### src/rtl/ptw_pkg.sv
package ptw_pkg;

  typedef enum logic [2:0] {
    ST_IDLE,
    ST_PREP,
    ST_SETUP,
    ST_HIGH,
    ST_LOW,
    ST_DONE
  } ptwState_e;

  // one-cycle commands from sequencer to datapath
  typedef struct packed {
    logic load;
    logic clearWord;
    logic setBit;
    logic strobeOn;
    logic strobeOff;
    logic nextBit;
  } ptwCmd_t;

endpackage

### src/rtl/ptw_datapath.sv
module ptw_datapath
  import ptw_pkg::*;
#(
  parameter int WORD_W = 32,
  parameter int ADDR_W = 8,
  parameter int DATA_W = 8,
  parameter int LEN_W = 4,
  parameter int PORT_W = 2,
  parameter int HOLD_W = 4,
  parameter int ADDR_LSB = 8,
  parameter int DATA_BIT = 7,
  parameter logic [WORD_W-1:0] WORD_RESET = '0
) (
  input  logic              clk,
  input  logic              rstN,
  input  ptwCmd_t           cmd,
  input  logic [ADDR_W-1:0] inAddr,
  input  logic [DATA_W-1:0] inData,
  input  logic [LEN_W-1:0]  inLen,
  input  logic [PORT_W-1:0] inPort,
  input  logic [HOLD_W-1:0] inHold,
  output logic [HOLD_W-1:0] holdLat,
  output logic              allSent,
  output logic [WORD_W-1:0] ctlWord
);

  localparam int IDX_W = $clog2(WORD_W);
  localparam logic [LEN_W-1:0] MAX_LEN = LEN_W'(DATA_W);

  logic [ADDR_W-1:0] baseAddr;
  logic [DATA_W-1:0] shData;
  logic [LEN_W-1:0]  lenLat;
  logic [LEN_W-1:0]  bitIdx;
  logic [PORT_W-1:0] portLat;
  logic [IDX_W-1:0]  strbIdx;

  assign strbIdx = IDX_W'({portLat, 1'b0});
  assign allSent = (bitIdx == lenLat);

  always_ff @(posedge clk) begin
    if (!rstN) begin
      baseAddr <= '0;
      shData   <= '0;
      lenLat   <= '0;
      bitIdx   <= '0;
      portLat  <= '0;
      holdLat  <= HOLD_W'(1);
      ctlWord  <= WORD_RESET;
    end else begin
      if (cmd.load) begin
        baseAddr <= inAddr;
        shData   <= inData;
        lenLat   <= (inLen > MAX_LEN) ? MAX_LEN : inLen;
        portLat  <= inPort;
        holdLat  <= (inHold == '0) ? HOLD_W'(1) : inHold;
        bitIdx   <= '0;
      end
      if (cmd.clearWord) begin
        ctlWord <= '0;
      end
      if (cmd.setBit) begin
        ctlWord[ADDR_LSB +: ADDR_W] <= baseAddr + ADDR_W'(bitIdx);
        ctlWord[DATA_BIT]           <= shData[0];
        ctlWord[strbIdx]            <= 1'b0;
      end
      if (cmd.strobeOn) begin
        ctlWord[strbIdx] <= 1'b1;
      end
      if (cmd.strobeOff) begin
        ctlWord[strbIdx] <= 1'b0;
      end
      if (cmd.nextBit) begin
        shData <= shData >> 1;
        bitIdx <= bitIdx + LEN_W'(1);
      end
    end
  end

endmodule

### src/rtl/ptw_control.sv
module ptw_control
  import ptw_pkg::*;
#(
  parameter int HOLD_W = 4
) (
  input  logic              clk,
  input  logic              rstN,
  input  logic              go,
  input  logic              emptyReq,
  input  logic              clearFirst,
  input  logic [HOLD_W-1:0] holdLat,
  input  logic              allSent,
  output ptwCmd_t           cmd,
  output logic              busy,
  output logic              done
);

  ptwState_e         state, nextState;
  logic [HOLD_W-1:0] cnt, nextCnt;
  logic [HOLD_W-1:0] holdLast;

  assign holdLast = holdLat - HOLD_W'(1);

  always_comb begin
    cmd       = '0;
    nextState = state;
    nextCnt   = cnt;
    case (state)
      ST_IDLE: begin
        if (go) begin
          cmd.load = 1'b1;
          if (emptyReq) begin
            nextState = ST_DONE;
          end else begin
            cmd.clearWord = clearFirst;
            nextState     = ST_PREP;
          end
        end
      end
      ST_PREP: begin
        cmd.setBit = 1'b1;
        nextCnt    = holdLast;
        nextState  = ST_SETUP;
      end
      ST_SETUP: begin
        if (cnt == '0) begin
          cmd.strobeOn = 1'b1;
          nextCnt      = holdLast;
          nextState    = ST_HIGH;
        end else begin
          nextCnt = cnt - HOLD_W'(1);
        end
      end
      ST_HIGH: begin
        if (cnt == '0) begin
          cmd.strobeOff = 1'b1;
          cmd.nextBit   = 1'b1;
          nextCnt       = holdLast;
          nextState     = ST_LOW;
        end else begin
          nextCnt = cnt - HOLD_W'(1);
        end
      end
      ST_LOW: begin
        if (cnt == '0) begin
          if (allSent) begin
            nextState = ST_DONE;
          end else begin
            cmd.setBit = 1'b1;
            nextCnt    = holdLast;
            nextState  = ST_SETUP;
          end
        end else begin
          nextCnt = cnt - HOLD_W'(1);
        end
      end
      ST_DONE: nextState = ST_IDLE;
      default: nextState = ST_IDLE;
    endcase
  end

  always_ff @(posedge clk) begin
    if (!rstN) begin
      state <= ST_IDLE;
      cnt   <= '0;
    end else begin
      state <= nextState;
      cnt   <= nextCnt;
    end
  end

  assign busy = (state != ST_IDLE);
  assign done = (state == ST_DONE);

endmodule

### src/rtl/phy_tune_writer.sv
module phy_tune_writer
  import ptw_pkg::*;
#(
  parameter int WORD_W = 32,
  parameter int ADDR_W = 8,
  parameter int DATA_W = 8,
  parameter int NUM_PORTS = 4,
  parameter int HOLD_W = 4,
  parameter int ADDR_LSB = 8,
  parameter int DATA_BIT = 7,
  parameter logic [WORD_W-1:0] WORD_RESET = 32'h5A00_0022,
  parameter logic [ADDR_W-1:0] SQ_ADDR = 8'h3C,
  localparam int LEN_W = $clog2(DATA_W + 1),
  localparam int PORT_W = $clog2(NUM_PORTS)
) (
  input  logic              clk,
  input  logic              rstN,
  input  logic              startReq,
  input  logic [ADDR_W-1:0] reqAddr,
  input  logic [DATA_W-1:0] reqData,
  input  logic [LEN_W-1:0]  reqLen,
  input  logic [PORT_W-1:0] reqPort,
  input  logic              clearFirst,
  input  logic [HOLD_W-1:0] holdCycles,
  input  logic              squelchReq,
  input  logic              squelchOn,
  output logic              busy,
  output logic              done,
  output logic [WORD_W-1:0] ctlWord
);

  ptwCmd_t           cmd;
  logic              useSq;
  logic [ADDR_W-1:0] selAddr;
  logic [DATA_W-1:0] selData;
  logic [LEN_W-1:0]  selLen;
  logic [HOLD_W-1:0] holdLat;
  logic              allSent;

  // squelch shortcut: 2 bits, 0 = detect on, 2 = detect off
  assign useSq   = squelchReq & ~startReq;
  assign selAddr = useSq ? SQ_ADDR : reqAddr;
  assign selData = useSq ? (squelchOn ? '0 : DATA_W'(2)) : reqData;
  assign selLen  = useSq ? LEN_W'(2) : reqLen;

  ptw_control #(.HOLD_W(HOLD_W)) u_ctrl (
    .clk       (clk),
    .rstN      (rstN),
    .go        (startReq | squelchReq),
    .emptyReq  (selLen == '0),
    .clearFirst(clearFirst),
    .holdLat   (holdLat),
    .allSent   (allSent),
    .cmd       (cmd),
    .busy      (busy),
    .done      (done)
  );

  ptw_datapath #(
    .WORD_W    (WORD_W),
    .ADDR_W    (ADDR_W),
    .DATA_W    (DATA_W),
    .LEN_W     (LEN_W),
    .PORT_W    (PORT_W),
    .HOLD_W    (HOLD_W),
    .ADDR_LSB  (ADDR_LSB),
    .DATA_BIT  (DATA_BIT),
    .WORD_RESET(WORD_RESET)
  ) u_dp (
    .clk    (clk),
    .rstN   (rstN),
    .cmd    (cmd),
    .inAddr (selAddr),
    .inData (selData),
    .inLen  (selLen),
    .inPort (reqPort),
    .inHold (holdCycles),
    .holdLat(holdLat),
    .allSent(allSent),
    .ctlWord(ctlWord)
  );

endmodule

### config.mk
export PLATFORM = sky130hd
export DESIGN_NAME = phy_tune_writer
export DESIGN_NICKNAME = d
export VERILOG_FILES = /design/src/rtl/ptw_pkg.sv /design/src/rtl/ptw_datapath.sv /design/src/rtl/ptw_control.sv /design/src/rtl/phy_tune_writer.sv
export SDC_FILE = /design/constraint.sdc
export NUM_CORES = 1
export LEC_CHECK = 0
export BUFFER_PORTS_ARGS = -buffer_cell sky130_fd_sc_hd__buf_2
export CAP_MARGIN = 20
export CORE_AREA = 2 2 75 77
export DETAILED_ROUTE_END_ITERATION = 10
export DIE_AREA = 0 0 77 79
export PLACE_DENSITY = 0.79
export SYNTH_ARGS = -nofsm -noshare
export SYNTH_HDL_FRONTEND = slang
export SYNTH_SLANG_ARGS = --single-unit
### constraint.sdc
create_clock -name clk -period 2.7 [get_ports clk]
set_clock_uncertainty 0.05 [all_clocks]
set_input_delay 0.27 -clock clk [delete_from_list [all_inputs] [get_ports clk]]
set_output_delay 0.27 -clock clk [all_outputs]
set_load 0.01 [all_outputs]
==> flow_summary.ini, run 1 <==
[floorplanning]
io_pins = 66
die_x_um = 77
die_area_um2 = 6083
core_region_area_um2 = 5338
rows = 27
die_h_um = 79
start_util = 0.5211

[critical_path]
r2r_slack_ns = 0.53
r2r-start = u_ctrl.state[1]$_SDFFE_PN0P_
start_kind = flop
startpoint = u_ctrl.state[1]$_SDFFE_PN0P_
worstSetupPathType = reg -> reg
critPathCapture = u_dp.shData[6]$_SDFFE_PN0P_
ff2ff_path_depth = 4
cp.arrival_ns = 2.30
cp-end-kind = flop
crit_fanout = 21
r2r-end = u_dp.shData[6]$_SDFFE_PN0P_
crit_required_ns = 2.83

[logic_synthesis]
syn_inst = 322
synth_cell_type_count = 53
synth_edf_count = 0
synth_ff_type = dfxtp_1
ys_seq_area_frac = 0.3671
ys_ff_latch = 51
ys_async_sr_fraction = 0
yosys_warnings = 0
syn_avg_cell_area_um2 = 8.638
synth_area_um2 = 2781

[clock_network]
clkLatencyLatePin_ns = 0.30
root_buffer = clkbuf_8
cts.sinks = 51
post_cts_buffers = 0
ctsResizeCount = 0
htreeDepth = 2
clk_path_buf_depth = 2
cts_tree = yes
numCtsBuffers = 5
clk_pin_slew_ns = 0.09
hold_buffers = 0

[power_and_ir_drop]
fin_total_pwr_uw = 2696
p_per_area_nw_per_um2 = 883.6
p_leak_uw = 0.001336
max-vdd-ir-drop_v = 0.0004059

[placement]
place_hpwl_mm = 4.317
io_buffer_count = 52
gp_congestion = 0.8163

[global_routing]
grtUsageTotal = 0.1984
grt_pass1_wl_mm = 9.860
grt_pass1_vias = 2176
grt-ovfl-total = 0
antenna_found_initial = 0
grt_max_degree = 40

[timing]
min_period_over_period = 0.8034
finalHoldViolCount = 0
slew_violations = 0
layout_min_cycle_time_ns = 2.169
setup_violations = 0
rsz0062_at_grt = false
fin_hold_ws_ns = 0.1456
fmax_mhz = 461.0
slew_headroom = 0.5168
worst_slew_pin_slew_ns = 0.7230
setup_tns_ns = 0

[routing]
wirelength_mm = 5.932
wl_per_cell_um = 13.70
drc = 0
firstDrtPassIters = 4
via_count = 2395
viasPerCell = 5.531
antenna_left = 0
drt_iter0_drc = 58

[flow_run]
maxCapViolations = 0

[finish]
areaGrowthSynthToFinish_pct = 9.717
antenna_cells = 0
utilization = 0.5717
final_nets = 401
layout-drive-gt1-share = 0.2216

[outcome]
status = complete, no violations

[min_path]
hold_path.class = in -> reg
-- flip-flops by register name, indices dropped and copies added (netlist names) --
register       count
u_ctrl.state       3
u_dp.baseAddr      8
u_dp.bitIdx        4
u_dp.portLat       2
u_dp.shData        8
u_dp.holdLat       4
u_dp.lenLat        4
u_dp.ctlWord      14
u_ctrl.cnt         4
-- where the power goes --
group | switching [µW] | internal, µW | leakage, µW
Combinational | 685 | 495 | 0.000878
Clock | 245 | 182 | 0.0000412
Sequential | 172 | 918 | 0.000417
-- synth_stat cells (all sizes together), types with 3 or more instances --
cell    count  area (µm²)
buf        23       183.9
and2        5       31.28
ha          8       100.1
a211oi      4       30.03
a22oi      11       82.58
inv        10       37.54
dfxtp      51        1021
o21ai       6       33.78
nor2       38       142.6
a32oi       4       35.03
nor3       17       90.09
o21a        8       60.06
nand2b      3       18.77
o211ai      8       73.82
nand3       6       30.03
o31ai       4       30.03
clkbuf     13       48.80
o22ai       5       31.28
nor3b       5       37.54
mux2i       4       40.04
a311oi      3       26.28
nor2b       6       37.54
xor2        9       86.34
a221oi      7       61.31
a21oi      17       85.08
and3        8       56.31
nand2      19       71.32
-- layout make-up --
type / instances / area, µm²
well taps: 72 / 90.09
flip-flops and latches: 51 / 1021
clock inverters: 2 / 12.51
inverters: 11 / 41.29
fillers: 509 / 2286
repair buffers: 55 / 282.8
clock buffers: 6 / 72.57
multi-input cells: 236 / 1531
-- critical path, stage by stage, from the launching register on --
cell,delay [ns]
dfxtp_1,0.49
nor3_2,0.44
nand2_1,0.54
a221oi_1,0.45
nor3_1,0.07
-- logic make-up (layout without fill, tap and decap cells) --
kind of cell | count (synthesis) | count (layout) | share of synthesized area
XOR/XNOR | 10 | 10 | 0.03419
AND/OR/NAND/NOR | 116 | 116 | 0.2132
adder cells (fa/ha/maj) | 9 | 9 | 0.04319
AO/OA/AOI/OAI | 84 | 84 | 0.2281
other | 1 | 13 | 0.001348
multiplexers | 4 | 4 | 0.01440
flip-flops | 51 | 51 | 0.3671
buffers and inverters | 47 | 74 | 0.09852
-- layout by cell type (no fill, tap or decap), drive strengths merged, types with 2 or more instances in the layout --
| master | count |
|---|---|
| buf | 55 |
| dfxtp | 51 |
| nor2 | 38 |
| nand2 | 19 |
| a21oi | 17 |
| nor3 | 17 |
| conb | 13 |
| a22oi | 11 |
| inv | 10 |
| xor2 | 9 |
| o21a | 8 |
| ha | 8 |
| o211ai | 8 |
| and3 | 8 |
| a221oi | 7 |
| nor2b | 6 |
| nand3 | 6 |
| o21ai | 6 |
| clkbuf | 6 |
| nor3b | 5 |
| o22ai | 5 |
| and2 | 5 |
| o31ai | 4 |
| a211oi | 4 |
| mux2i | 4 |
| a32oi | 4 |
| nand2b | 3 |
| a311oi | 3 |
| or2 | 2 |
| or4 | 2 |
| or3 | 2 |
| clkinv | 2 |
| or3b | 2 |
-- through the flow --
step | cells | setup WS [ns] | area, µm²
floorplan | 334 | 0.7579 | 2826
global placement | 425 | 0.5940 | 2967
detailed placement | 425 | 0.5523 | 2967
CTS | 433 | 0.5456 | 3052
global route | 433 | 0.2772 | 3052
finish | 433 | 0.5309 | 3052
-- worst min-delay path by stage --
stage,startpoint,to,cells past startpoint
4_1_cts,reqAddr[4],u_dp.baseAddr[4]$_SDFFE_PN0P_,3
3_3_place_gp,u_dp.holdLat[3]$_SDFFE_PN0P_,u_dp.holdLat[3]$_SDFFE_PN0P_,2
3_5_place_dp,u_dp.holdLat[1]$_SDFFE_PN0P_,u_dp.holdLat[1]$_SDFFE_PN0P_,2
5_1_grt,reqAddr[4],u_dp.baseAddr[4]$_SDFFE_PN0P_,3
2_1_floorplan,holdCycles[1],u_dp.holdLat[1]$_SDFFE_PN0P_,2
6_report,reqAddr[4],u_dp.baseAddr[4]$_SDFFE_PN0P_,3
-- routing by layer --
metal / vias up / GRT usage / share of wire
li1: 1200 / - / -
met1: 1122 / 0.2559 / 0.46
met2: 64 / 0.3386 / 0.47
met3: 9 / 0.03636 / 0.054
met4: 0 / 0.06250 / 0.014
met5: - / 0 / 0
Note: power is estimated with default switching activity, not from simulation.
==> run 2: changes to the inputs <==
--- a/config.mk
+++ b/config.mk
@@ -5,6 +5,7 @@
 export SDC_FILE = /design/constraint.sdc
 export NUM_CORES = 1
 export LEC_CHECK = 0
+export ABC_AREA = 1
 export BUFFER_PORTS_ARGS = -buffer_cell sky130_fd_sc_hd__buf_2
 export CAP_MARGIN = 20
 export CORE_AREA = 2 2 75 77
==> constraint.sdc (replaced) <==
create_clock -name clk -period 2 [get_ports clk]
set_clock_uncertainty 0.05 [all_clocks]
set_input_delay 0.2 -clock clk [delete_from_list [all_inputs] [get_ports clk]]
set_output_delay 0.2 -clock clk [all_outputs]
set_load 0.01 [all_outputs]
==> run 2 against run 1 <==
  * Non-clock buffer count grew 2
  * Maximum frequency grew 18%
  * Final area increased by 2.5%
  * Flip-flop and latch count did not move
  * Combinational power is 46% higher
  * Synthesized area is essentially flat
  * Sequential share of layout area fell by 0.66 points
  * Register-to-register slack lost 0.37 ns
  * Worst hold slack worse by 0.065 ns
==> flow_summary.ini, run 2 <==
[outcome]
status = complete, no violations

[floorplanning]
die_area_um2 = 6083
die_h_um = 79
core_region_area_um2 = 5338
die_x_um = 77
rows = 27
start_util = 0.5209
io_pins = 66

[global_routing]
antenna_found_initial = 0
grt-ovfl-total = 0
grtUsageTotal = 0.1993
grt_pass1_wl_mm = 9.970
grt_max_degree = 29
grt_pass1_vias = 2310

[critical_path]
cp_cell_sequence = ha_1, inv_1, fa_1, o21ai_2, nand2_1, o21bai_1, nand3_1, a21oi_1
crit_cells = 8
crit_fanout = 7
cp_num_buf_inv = 1
cp.arrival_ns = 2.01
start_kind = flop
max_stage_delay_ns = 0.42
crit_required_ns = 2.17
ff2ff_path_depth = 8
critPathTopFamily = adder cells
crit_slowest_cell = fa_1
cp-end-kind = flop
worstSetupPathType = reg -> reg

[finish]
largest_register = u_dp.ctlWord
final_common_cell = nand2_1
final_cell_mix = nand2_1, buf_2, dfxtp_1
final_nets = 483
reg.largest.list = u_dp.ctlWord x14, u_dp.baseAddr x8, u_dp.shData x8
largest_register_ffs = 14
areaGrowthSynthToFinish_pct = 12.51
fillers = 530
antenna_cells = 0
layout-drive-gt1-share = 0.2127

[logic_synthesis]
yosys_warnings = 0
yosys.area.top_type_share = 0.3672
ys_ff_latch = 51
ys_seq_area_frac = 0.3672
yosys.cell_count.top_type = nand2_1
ys_top_cells_by_area = dfxtp_1, nand2_1, a21oi_1
synthAdderAreaFrac = 0.04320
synth_top_family_by_area = simple AND/OR/NAND/NOR gates
synth-xor-area-share = 0.01890
syn_avg_cell_area_um2 = 7.074
ys_async_sr_fraction = 0
synth_cell_type_count = 38
synth-simple-area-share = 0.2741
synth_ff_type = dfxtp_1
synth_top_area_cell = dfxtp_1
syn_inst = 393
synth_area_um2 = 2780
muxShareOfSynthArea = 0
synth_compound_area_frac = 0.1589
synth_edf_count = 0
synthTopCellsByCount = nand2_1, dfxtp_1, inv_1, a21oi_1, nand3_1

[routing]
antenna_left = 0
via_count = 2589
drt_iter0_drc = 97
wl_per_cell_um = 11.44
drc = 0
firstDrtPassIters = 4
wirelength_mm = 5.880
viasPerCell = 5.037

[timing]
worst_slack_ns = 0.1638
slew_headroom = 0.6660
fin_hold_ws_ns = 0.08109
min_period_over_period = 0.9181
fmax_mhz = 544.6
worst_slew_pin_slew_ns = 0.5003
layout_min_cycle_time_ns = 1.836
finalHoldViolCount = 0
slew_violations = 0
setup_tns_ns = 0
setup_violations = 0

[min_path]
hold_path.class = in -> reg
min_delay_path_depth = 3

[power_and_ir_drop]
p_comb_frac = 0.462
p_seq_frac = 0.379
fin_total_pwr_uw = 3732
p_leak_uw = 0.001502
p_sw_uw = 1602
p_int_uw = 2130
p_per_area_nw_per_um2 = 1193
swShare = 0.4293
clkPwrFrac = 0.159
max-vdd-ir-drop_v = 0.0006574

[flow_run]
maxCapViolations = 0

[placement]
io_buffer_count = 52
place_ws_ns = 0.008704
gp_congestion = 0.9681
place_hpwl_mm = 4.439

[clock_network]
clk_pin_slew_ns = 0.09
clk_path_buf_depth = 2
hold_buffers = 0
clkLatencyLatePin_ns = 0.30
post_cts_buffers = 0
cts_tree = yes
numCtsBuffers = 5
root_buffer = clkbuf_8
cts.sinks = 51
htreeDepth = 2
-- run 2: changes by cell type in the layout (fill, tap and decap cells not counted), moves of 7 or more --
cell / before / now
nor2_1: 38 / 21
nand3_1: 6 / 24
a221oi_1: 7 / 0
nor3_1: 16 / 2
o21ai_0: 5 / 20
nand2_1: 19 / 104
a21oi_1: 17 / 37
a22oi_1: 11 / 0
o21a_1: 8 / 0
inv_1: 10 / 44
-- run 2: worst min-delay path, stage by stage --
cell,delay (ns)
buf_2,0.09
inv_1,0.03
o21ai_0,0.06
-- run 2: what timing repair did --
item | CTS | global route
resized for setup | 1 | 4
setup endpoints to repair | 1 | 1
gates cloned | 0 | 0
pin swaps | 0 | 0
-- run 2: layer usage --
layer / up-vias / wire length [µm] / part of all wire / global-route usage
met1: 1172 / 2754 / 0.47 / 0.2548
met3: 12 / 300 / 0.051 / 0.03977
met4: 0 / 134 / 0.023 / 0.07143
li1: 1333 / - / - / -
met2: 72 / 2690 / 0.46 / 0.3360
met5: - / 0 / 0 / 0
-- run 2: cell type report --
class / count / area, µm² / share of cell area
clock inverter: 1 / 5.005 / 0.001600
clock buffer: 6 / 82.58 / 0.02640
inverter: 52 / 197.7 / 0.06320
sequential: 51 / 1026 / 0.3280
multi-input combinational: 275 / 1429 / 0.4568
timing repair buffer: 57 / 297.8 / 0.09520
tap: 72 / 90.09 / 0.02880
-- run 2: worst paths after layout --
| kind | start | endpoint | slack, ns |
|---|---|---|---|
| setup / recovery | u_dp.bitIdx[0]$_SDFFE_PN0P_ | u_dp.ctlWord[14]$_SDFFE_PN0P_ | 0.16 |
| hold / removal | reqData[6] | u_dp.shData[6]$_SDFFE_PN0P_ | 0.08 |
| setup reg to reg | u_dp.bitIdx[0]$_SDFFE_PN0P_ | u_dp.ctlWord[14]$_SDFFE_PN0P_ | 0.16 |
| hold reg to reg | u_dp.ctlWord[10]$_SDFFE_PN0P_ | u_dp.ctlWord[10]$_SDFFE_PN0P_ | 0.41 |
-- run 2: kinds of logic after synthesis --
logic type | Yosys count
AOI/OAI and AO/OA | 76
xor gates and xnor gates | 6
adders and majority gates | 9
buffers and inverters | 79
DFF | 51
other | 1
and+or+nand+nor | 171
-- run 2: power groups by stage --
stage               combinational (µW)  sequential [µW]  clock [µW]
floorplan                         1350             1420           0
global placement                  1690             1420           0
detailed placement                1720             1430           0
CTS                               1730             1410         609
global route                      1970             1450         639
finish                            1720             1420         593
-- run 2: through the flow --
step             util  instances  instance area, µm²
2_1_floorplan       -        405                2825
3_5_place_dp   0.5680        507                3032
4_1_cts        0.5844        514                3119
3_3_place_gp   0.5680        507                3032
5_1_grt        0.5860        514                3128
6_report       0.5860        514                3128
